File: src/rtl/dram_ref_pkg.sv
package dram_ref_pkg;

  typedef enum logic [2:0] {
    SQ_PAUSE,
    SQ_INIT,
    SQ_IDLE,
    SQ_REQ,
    SQ_RUN,
    SQ_DONE
  } seq_state_t;

  typedef enum logic [1:0] {
    PH_IDLE,
    PH_PRE,
    PH_LEAD,
    PH_LOW
  } phase_t;

endpackage

File: src/rtl/ref_cbr_engine.sv
module ref_cbr_engine
  import dram_ref_pkg::*;
#(
  parameter int T_RP  = 4,
  parameter int T_CSR = 1,
  parameter int T_RAS = 6
) (
  input  logic clk,
  input  logic rst,
  input  logic go,
  output logic busy,
  output logic cyc_end,
  output logic ras_n,
  output logic cas_n
);
  localparam int CW = $clog2(T_RP + T_CSR + T_RAS + 1);

  phase_t        ph;
  logic [CW-1:0] cnt;
  logic          chain;

  // One cycle: precharge, strobe lead, row low. Chained cycles keep the
  // column strobe low through the precharge.
  always_ff @(posedge clk) begin
    if (rst) begin
      ph    <= PH_IDLE;
      cnt   <= '0;
      chain <= 1'b0;
    end else begin
      case (ph)
        PH_IDLE: begin
          if (go) begin
            ph    <= PH_PRE;
            cnt   <= CW'(T_RP - 1);
            chain <= 1'b0;
          end
        end
        PH_PRE: begin
          if (cnt == '0) begin
            ph  <= PH_LEAD;
            cnt <= CW'(T_CSR - 1);
          end else begin
            cnt <= cnt - CW'(1);
          end
        end
        PH_LEAD: begin
          if (cnt == '0) begin
            ph  <= PH_LOW;
            cnt <= CW'(T_RAS - 1);
          end else begin
            cnt <= cnt - CW'(1);
          end
        end
        default: begin
          if (cnt == '0) begin
            if (go) begin
              ph    <= PH_PRE;
              cnt   <= CW'(T_RP - 1);
              chain <= 1'b1;
            end else begin
              ph    <= PH_IDLE;
              chain <= 1'b0;
            end
          end else begin
            cnt <= cnt - CW'(1);
          end
        end
      endcase
    end
  end

  assign busy    = (ph != PH_IDLE);
  assign cyc_end = (ph == PH_LOW) && (cnt == '0);
  assign ras_n   = (ph != PH_LOW);
  assign cas_n   = !((ph == PH_LEAD) || (ph == PH_LOW) || ((ph == PH_PRE) && chain));

endmodule

File: src/rtl/ref_backlog.sv
module ref_backlog #(
  parameter int REF_INTERVAL = 1560,
  parameter int PEND_MAX     = 4
) (
  input  logic                             clk,
  input  logic                             rst,
  input  logic                             en,
  input  logic                             take,
  output logic                             tick,
  output logic [$clog2(PEND_MAX+1)-1:0]    pending
);
  localparam int TW = $clog2(REF_INTERVAL);
  localparam int PW = $clog2(PEND_MAX + 1);

  logic [TW-1:0] tcnt;

  assign tick = en && (tcnt == TW'(REF_INTERVAL - 1));

  always_ff @(posedge clk) begin
    if (rst || !en) begin
      tcnt <= '0;
    end else if (tick) begin
      tcnt <= '0;
    end else begin
      tcnt <= tcnt + TW'(1);
    end
  end

  // Saturating debt: a tick and a completed cycle in the same clock cancel.
  always_ff @(posedge clk) begin
    if (rst) begin
      pending <= '0;
    end else begin
      case ({tick, take})
        2'b10:   if (pending != PW'(PEND_MAX)) pending <= pending + PW'(1);
        2'b01:   if (pending != '0) pending <= pending - PW'(1);
        default: pending <= pending;
      endcase
    end
  end

endmodule

File: src/rtl/dram_refresh_seq.sv
module dram_refresh_seq
  import dram_ref_pkg::*;
#(
  parameter int PAUSE_CYC    = 20000,
  parameter int INIT_CYC     = 8,
  parameter int REF_INTERVAL = 1560,
  parameter int PEND_MAX     = 4,
  parameter int T_RP         = 4,
  parameter int T_CSR        = 1,
  parameter int T_RAS        = 6
) (
  input  logic clk,
  input  logic rst,
  input  logic ref_gnt,
  output logic ref_req,
  output logic ref_done,
  output logic ready,
  output logic strobe_own,
  output logic ras_n,
  output logic lcas_n,
  output logic ucas_n,
  output logic we_n
);
  localparam int PCW = $clog2(PAUSE_CYC + 1);
  localparam int ICW = $clog2(INIT_CYC + 1);
  localparam int DW  = $clog2(PEND_MAX + 1);

  seq_state_t     st;
  logic [PCW-1:0] pcnt;
  logic [ICW-1:0] ileft;
  logic [DW-1:0]  pending;
  logic           tick, go, busy, cyc_end, eng_ras_n, eng_cas_n, take;

  assign ready = (st != SQ_PAUSE) && (st != SQ_INIT);
  assign take  = cyc_end && (st == SQ_RUN);

  // Ask the engine for another cycle while work remains after this one.
  always_comb begin
    case (st)
      SQ_INIT: go = cyc_end ? (ileft > ICW'(1)) : (ileft != '0);
      SQ_RUN:  go = cyc_end ? ((pending > DW'(1)) || tick) : (pending != '0);
      default: go = 1'b0;
    endcase
  end

  always_ff @(posedge clk) begin
    if (rst) begin
      st    <= SQ_PAUSE;
      pcnt  <= '0;
      ileft <= '0;
    end else begin
      case (st)
        SQ_PAUSE: begin
          if (pcnt == PCW'(PAUSE_CYC - 1)) begin
            st    <= SQ_INIT;
            ileft <= ICW'(INIT_CYC);
          end else begin
            pcnt <= pcnt + PCW'(1);
          end
        end
        SQ_INIT: begin
          if (cyc_end) ileft <= ileft - ICW'(1);
          if (!busy && ileft == '0) st <= SQ_IDLE;
        end
        SQ_IDLE: if (pending != '0) st <= SQ_REQ;
        SQ_REQ:  if (ref_gnt) st <= SQ_RUN;
        SQ_RUN:  if (!busy && pending == '0) st <= SQ_DONE;
        default: st <= SQ_IDLE;
      endcase
    end
  end

  ref_backlog #(
    .REF_INTERVAL(REF_INTERVAL),
    .PEND_MAX    (PEND_MAX)
  ) u_backlog (
    .clk    (clk),
    .rst    (rst),
    .en     (ready),
    .take   (take),
    .tick   (tick),
    .pending(pending)
  );

  ref_cbr_engine #(
    .T_RP (T_RP),
    .T_CSR(T_CSR),
    .T_RAS(T_RAS)
  ) u_engine (
    .clk    (clk),
    .rst    (rst),
    .go     (go),
    .busy   (busy),
    .cyc_end(cyc_end),
    .ras_n  (eng_ras_n),
    .cas_n  (eng_cas_n)
  );

  assign ref_req    = (st == SQ_REQ);
  assign ref_done   = (st == SQ_DONE);
  assign strobe_own = (st == SQ_PAUSE) || (st == SQ_INIT) || (st == SQ_RUN) || (st == SQ_DONE);
  assign ras_n      = eng_ras_n;
  assign lcas_n     = eng_cas_n;
  assign ucas_n     = eng_cas_n;
  assign we_n       = 1'b1;

endmodule

File: config.mk
export PLATFORM = sky130hd
export DESIGN_NAME = dram_refresh_seq
export DESIGN_NICKNAME = d
export VERILOG_FILES = /design/src/rtl/dram_ref_pkg.sv /design/src/rtl/ref_cbr_engine.sv /design/src/rtl/ref_backlog.sv /design/src/rtl/dram_refresh_seq.sv
export SDC_FILE = /design/constraint.sdc
export NUM_CORES = 1
export LEC_CHECK = 0
export BUFFER_PORTS_ARGS = -buffer_cell sky130_fd_sc_hd__buf_2
export CAP_MARGIN = 25
export CORE_MARGIN = 3
export CORE_UTILIZATION = 60
export DETAILED_ROUTE_END_ITERATION = 10
export GPL_ROUTABILITY_DRIVEN = 0
export PLACE_DENSITY = 0.78
export SKIP_LAST_GASP = 1
export SLEW_MARGIN = 20
export SYNTH_ARGS = -nofsm -noshare
export SYNTH_HDL_FRONTEND = slang
export SYNTH_SLANG_ARGS = --single-unit
File: constraint.sdc
create_clock -name clk -period 5.94 [get_ports clk]
set_clock_uncertainty 0.1 [all_clocks]
set_input_delay 1.485 -clock clk [delete_from_list [all_inputs] [get_ports clk]]
set_output_delay 1.485 -clock clk [all_outputs]
set_load 0.1 [all_outputs]
### Word level (Yosys, flattened, before mapping)

Index checks and enable logic that the tools add are counted.
W data, S select, Z words.

| storage, ports and cells | value |
|---|---|
| bits in registers | 43 |
| input bits | 3 |
| output and inout bits | 8 |
| logic and storage cells | 111 |

| operators by class | value |
|---|---|
| add/sub/neg operators | 6 |
| $lt $le $gt $ge | 2 |
| eq/ne operators | 26 |
| muxes and demuxes | 30 |
| bitwise logic cells | 2 |
| reduce and logical (&&, ||, !) cells | 37 |

Operators by type and width:

| operator | count |
|---|---|
| $mux W4 | 6 |
| $mux W3 | 7 |
| $ne A2 B2 Y1 const B | 8 |
| $add A15 B1 Y15 const B | 1 |
| $eq A15 B15 Y1 const B | 1 |
| $pmux W3 S5 | 1 |
| $pmux W4 S3 | 1 |
| $add A11 B1 Y11 const B | 1 |
| $eq A11 B11 Y1 const B | 1 |
| $reduce_and A3 Y1 | 3 |
| $logic_not A4 Y1 | 2 |
| $mux W2 | 4 |
| $ne A2 B1 Y1 const B | 4 |
| $pmux W4 S2 | 1 |
| $reduce_bool A2 Y1 | 4 |
| $sub A4 B1 Y4 const B | 2 |
| $logic_and A1 B1 Y1 | 7 |
| $logic_or A1 B1 Y1 | 7 |
| $eq A2 B2 Y1 const B | 3 |
| $eq A3 B2 Y1 const B | 2 |
| $eq A3 B3 Y1 const B | 2 |
| $logic_not A3 Y1 | 2 |
| $mux W1 | 6 |
| $pmux W2 S3 | 1 |
| 19 further kinds | 26 |

### Longest topological paths before layout

| depth | value |
|---|---|
| word-level depth | 9 |
| depth in mapped cells | 7 |
| gate-level depth less buffers | 7 |

### Cells and area by module

A second synthesis with hierarchy kept.

| unflattened totals | value |
|---|---|
| cells, all modules | 282 |
| area, all modules | 2,407.3 sq um |

By module, submodules not included:

| module | times used | cells an instance | area each (sq um) | seq. area each (sq um) |
|---|---|---|---|---|
| dram_refresh_seq | 1 | 150 | 1,251.2 | 440.4 |
| ref_backlog | 1 | 70 | 654.4 | 280.3 |
| ref_cbr_engine | 1 | 62 | 501.7 | 140.1 |

### Worst setup path after synthesis

No wires, ideal clock.

| path | value |
|---|---|
| kind | register -> output |
| from | reg u_engine.ph[1] |
| to | out ucas_n |
| data arrival time | 3.560 ns |
| required time | 4.355 ns |
| path slack | 0.795 ns |
| stages on the path, launching flop included | 5 |
| path buffers | 1 |
| cells stage by stage | dfxtp_1 > inv_1 > ha_1 > a211oi_1 > buf_4 |

| on the way | value |
|---|---|
| longest elaborated chain between the ends | 4 |
| elaborated cells on any way between the ends | 7 |
| classes of those cells | 3 x eq/ne; 4 x reduce/logical |

Ends and longest elaborated chain:

| element | RTL line | RTL |
|---|---|---|
| from (decl) | ref_cbr_engine.sv:18 | `phase_t ph;` |
| from (signal assigned) | ref_cbr_engine.sv:26 | `ph <= PH_IDLE;` |
| from (signal assigned) | ref_cbr_engine.sv:33 | `ph <= PH_PRE;` |
| from (signal assigned) | ref_cbr_engine.sv:40 | `ph <= PH_LEAD;` |
| $eq A2 B2 Y1 or $eq A2 B1 Y1 (tied branches) | ref_cbr_engine.sv:75 | `assign cas_n = !((ph == PH_LEAD) \|\| (ph == PH_LOW) \|\| ((ph == PH_PRE) && chain));` |
| $logic_or A1 B1 Y1 or $logic_and A1 B1 Y1 (tied branches) | ref_cbr_engine.sv:75 |  |
| $logic_or A1 B1 Y1 (*) | ref_cbr_engine.sv:75 |  |
| $logic_not A1 Y1 (*) | ref_cbr_engine.sv:75 |  |
| to (decl) | dram_refresh_seq.sv:21 | `output logic ucas_n,` |

Mark *: on every way between the ends. The rest lies on a longest branch, timed or not.

### Final worst setup path

| path | value |
|---|---|
| from | reg u_engine.ph[1] |
| to | out lcas_n |

| on the way | value |
|---|---|
| longest elaborated chain between the ends | 4 |
| elaborated cells on any way between the ends | 7 |
| classes of those cells | 3 x eq/ne; 4 x reduce/logical |

Ends and longest elaborated chain:

| element | RTL line | RTL |
|---|---|---|
| $eq A2 B2 Y1 or $eq A2 B1 Y1 (tied branches) | ref_cbr_engine.sv:75 |  |
| $logic_or A1 B1 Y1 or $logic_and A1 B1 Y1 (tied branches) | ref_cbr_engine.sv:75 |  |
| $logic_or A1 B1 Y1 (*) | ref_cbr_engine.sv:75 |  |
| $logic_not A1 Y1 (*) | ref_cbr_engine.sv:75 |  |
| to (decl) | dram_refresh_seq.sv:20 | `output logic lcas_n,` |

Marked as above.

==> run metrics <==
Worst Hold Margin=between 0.3 and 0.4 ns; Crit path largest cell delay=between 0.4 and 0.5 ns; NumNets Final=331; Hold Vio Cnt, Final=0; Multi-input gate area=1568 µm²; cts hold-fix bufs=0; DRT Wirelength=4831 µm; HP Class=reg2reg; Synth Register Bits=43; die height=71.53 µm; Root Buffer=clkbuf_8; Post-synth top flop=dfxtp_1; number of port buffers=9; DRC=0; R2R depth=5; total power divided by cell area=roughly 220 nW/µm²; total CTS buffers=5; Layout Cells excl Fill=364; Critical Path Fanout Max=5; max_cap viols=0; Layout fillers=about 340; CP Data Arrival Time=1.78 ns; asr flop ratio synth=0%; synth cell count leaders=43 x dfxtp_1, 31 x nor2_1, 22 x a21oi_1, 18 x inv_1; post_cts resized=0; vias=2169; CTS H-tree depth=2; Leak Pwr=0.9025 nW; worst-skew pair later-pin latency=around 0.30 ns; Synth cell types=just under 60; routed length per instance=between 10 and 15 µm; Placement Cell Area=2604 µm²; Core ar.=4058 µm²; Synth Warn #=0; Fin Setup TNS=0 ns; DRT iter0 DRCs=approximately 150; dominant cells by area after synthesis=dfxtp_1 33%, ha_1 7.3%, nor2_1 4.5%; top-count cell post-synth=dfxtp_1; number of diodes=0; die width=about 72 µm; reg2reg setup slack=between 3 and 4 ns; share of the synthesized area in the top cell type=roughly a third; post-route cell area=2689 µm²; Post-CTS Setup Inserts=0; Die ar.=5116 µm²; VDD IR max=0.1987 mV; Worst-path clk slew=0.08 ns; GRT Util Overall=20.39%; area leader, netlist=dfxtp_1; CP Capture Type=output port; Setup Viol. Count Final=0; total I/O pin count=11; Final ANT Viol Nets=0; Syn Std Cell Area=~2600 µm²; sequential element share of the synthesized area=33.41%; CP Data Required Time=4.36 ns; clk sinks=between 40 and 50; antenna violations before repair=0; RSZ-0062 raised after global routing=false; worst hold path depth=1; slowest CP cell=buf_2; register area=860.8 µm²; Rel. slew slack=a little over half; crit path cell chain=inv_1, ha_1, a211oi_1, buf_2; Congestion Overflow GR=0; first-pass GRT wire length=approximately 8500 µm; minimum clock period after layout=3.369 ns; clk buf depth=2; status=finished, final reports clean; CTS tree=built; Worst Setup Path Type=reg2out; Final period util=56.72%; Worst Setup Start Kind=register; largest net degree at the start of global routing=38; final HPWL from detailed placement=3476 µm; Post-Syn Instances=314; fraction of final layout cells sized beyond drive strength 1=8.280%; Worst-Margin Slew=roughly 0.70 ns; Cells after DPL=~360; DR vias/cell=between 5 and 6; Slew Viols, Final=0; number of synthesized flops with an enable pin=0; vias in the first global route=1977; syn nets=332; cell row count=23; Area growth, synth to finish=4.371%; starting density of the core=63.49%; drt first pass iters=4; Max Freq=296.8 MHz; Syn Area/Cell=8.205 µm²
[worst max-delay path: cells and delay by family (launching register included)]
kind	cells	cell delay [ns]
flops	1	0.40
buf+inv	2	0.57
fa+ha+maj	1	0.22
compound gates	1	0.30
[placed cells by master, fill, tap and decap left out, drive strengths merged, types with 5 or more instances in the layout]
cell type / count
nand2: 15
nor2: 32
clkbuf: 6
inv: 18
buf: 9
nand3: 12
nor3: 14
a21oi: 22
xnor2: 13
nand2b: 6
xor2: 5
o21ai: 14
dfxtp: 43
nor4: 6
and3: 5
or3: 13
ha: 15
[final timing paths]
path / startpoint / endpoint
setup / recovery: u_engine.ph[1] / lcas_n
hold / removal: u_backlog.tcnt[0] / u_backlog.tcnt[0]
setup reg to reg: pcnt[7] / ileft[2]
hold reg to reg: u_backlog.tcnt[0] / u_backlog.tcnt[0]
[report_power, final]
part | internal [W] | leakage [nW] | switching (W)
Combinational | 0.0000383 | 0.514 | 0.0000628
Sequential | 0.000301 | 0.347 | 0.0000144
Clock | 0.0000821 | 0.0412 | 0.0000999
[logic make-up after synthesis]
| family | synth area share, % |
|---|---|
| flip-flops | 33.41 |
| other | 0.1456 |
| multiplexers | 0.3886 |
| XOR/XNOR | 6.119 |
| buffers and inverters | 5.730 |
| AND/OR/NAND/NOR | 29.33 |
| adder cells (fa/ha/maj) | 7.285 |
| AO/OA/AOI/OAI | 17.58 |
[metal layers]
layer	GRT usage (%)	up-vias	routed length, µm
li1	-	1131	-
met1	27.15	1009	2420
met2	32.76	21	2204
met3	3.366	8	124
met4	8.559	0	81
met5	0	-	0
[cell type report]
| class | count | area share [%] |
|---|---|---|
| repair buffers | 9 | 1.675 |
| well taps | 50 | 2.327 |
| flip-flops and latches | 43 | 32.01 |
| clock buffers | 6 | 2.699 |
| multi-input cells | 236 | 58.31 |
| clock inverters | 2 | 0.4653 |
| inverters | 18 | 2.513 |
[registers in the layout (all words and copies together) (netlist names)]
name / count
pcnt: 15
u_backlog.tcnt: 11
ileft: 4
u_engine.cnt: 4
st: 3
u_backlog.pending: 3
u_engine.ph: 2
u_engine.chain: 1
[stage by stage]
step / worst slack, ns / total power, W / util [%]
2_1_floorplan: 0.7954 / 0.0004091 / -
3_3_place_gp: 2.971 / 0.0004209 / 64.17
3_5_place_dp: 2.922 / 0.0004229 / 64.17
4_1_cts: 2.600 / 0.0006024 / 66.27
5_1_grt: 2.509 / 0.0006282 / 66.27
6_report: 2.571 / 0.0005981 / 66.27
No activity file was read; power rests on OpenSTA's default activity.
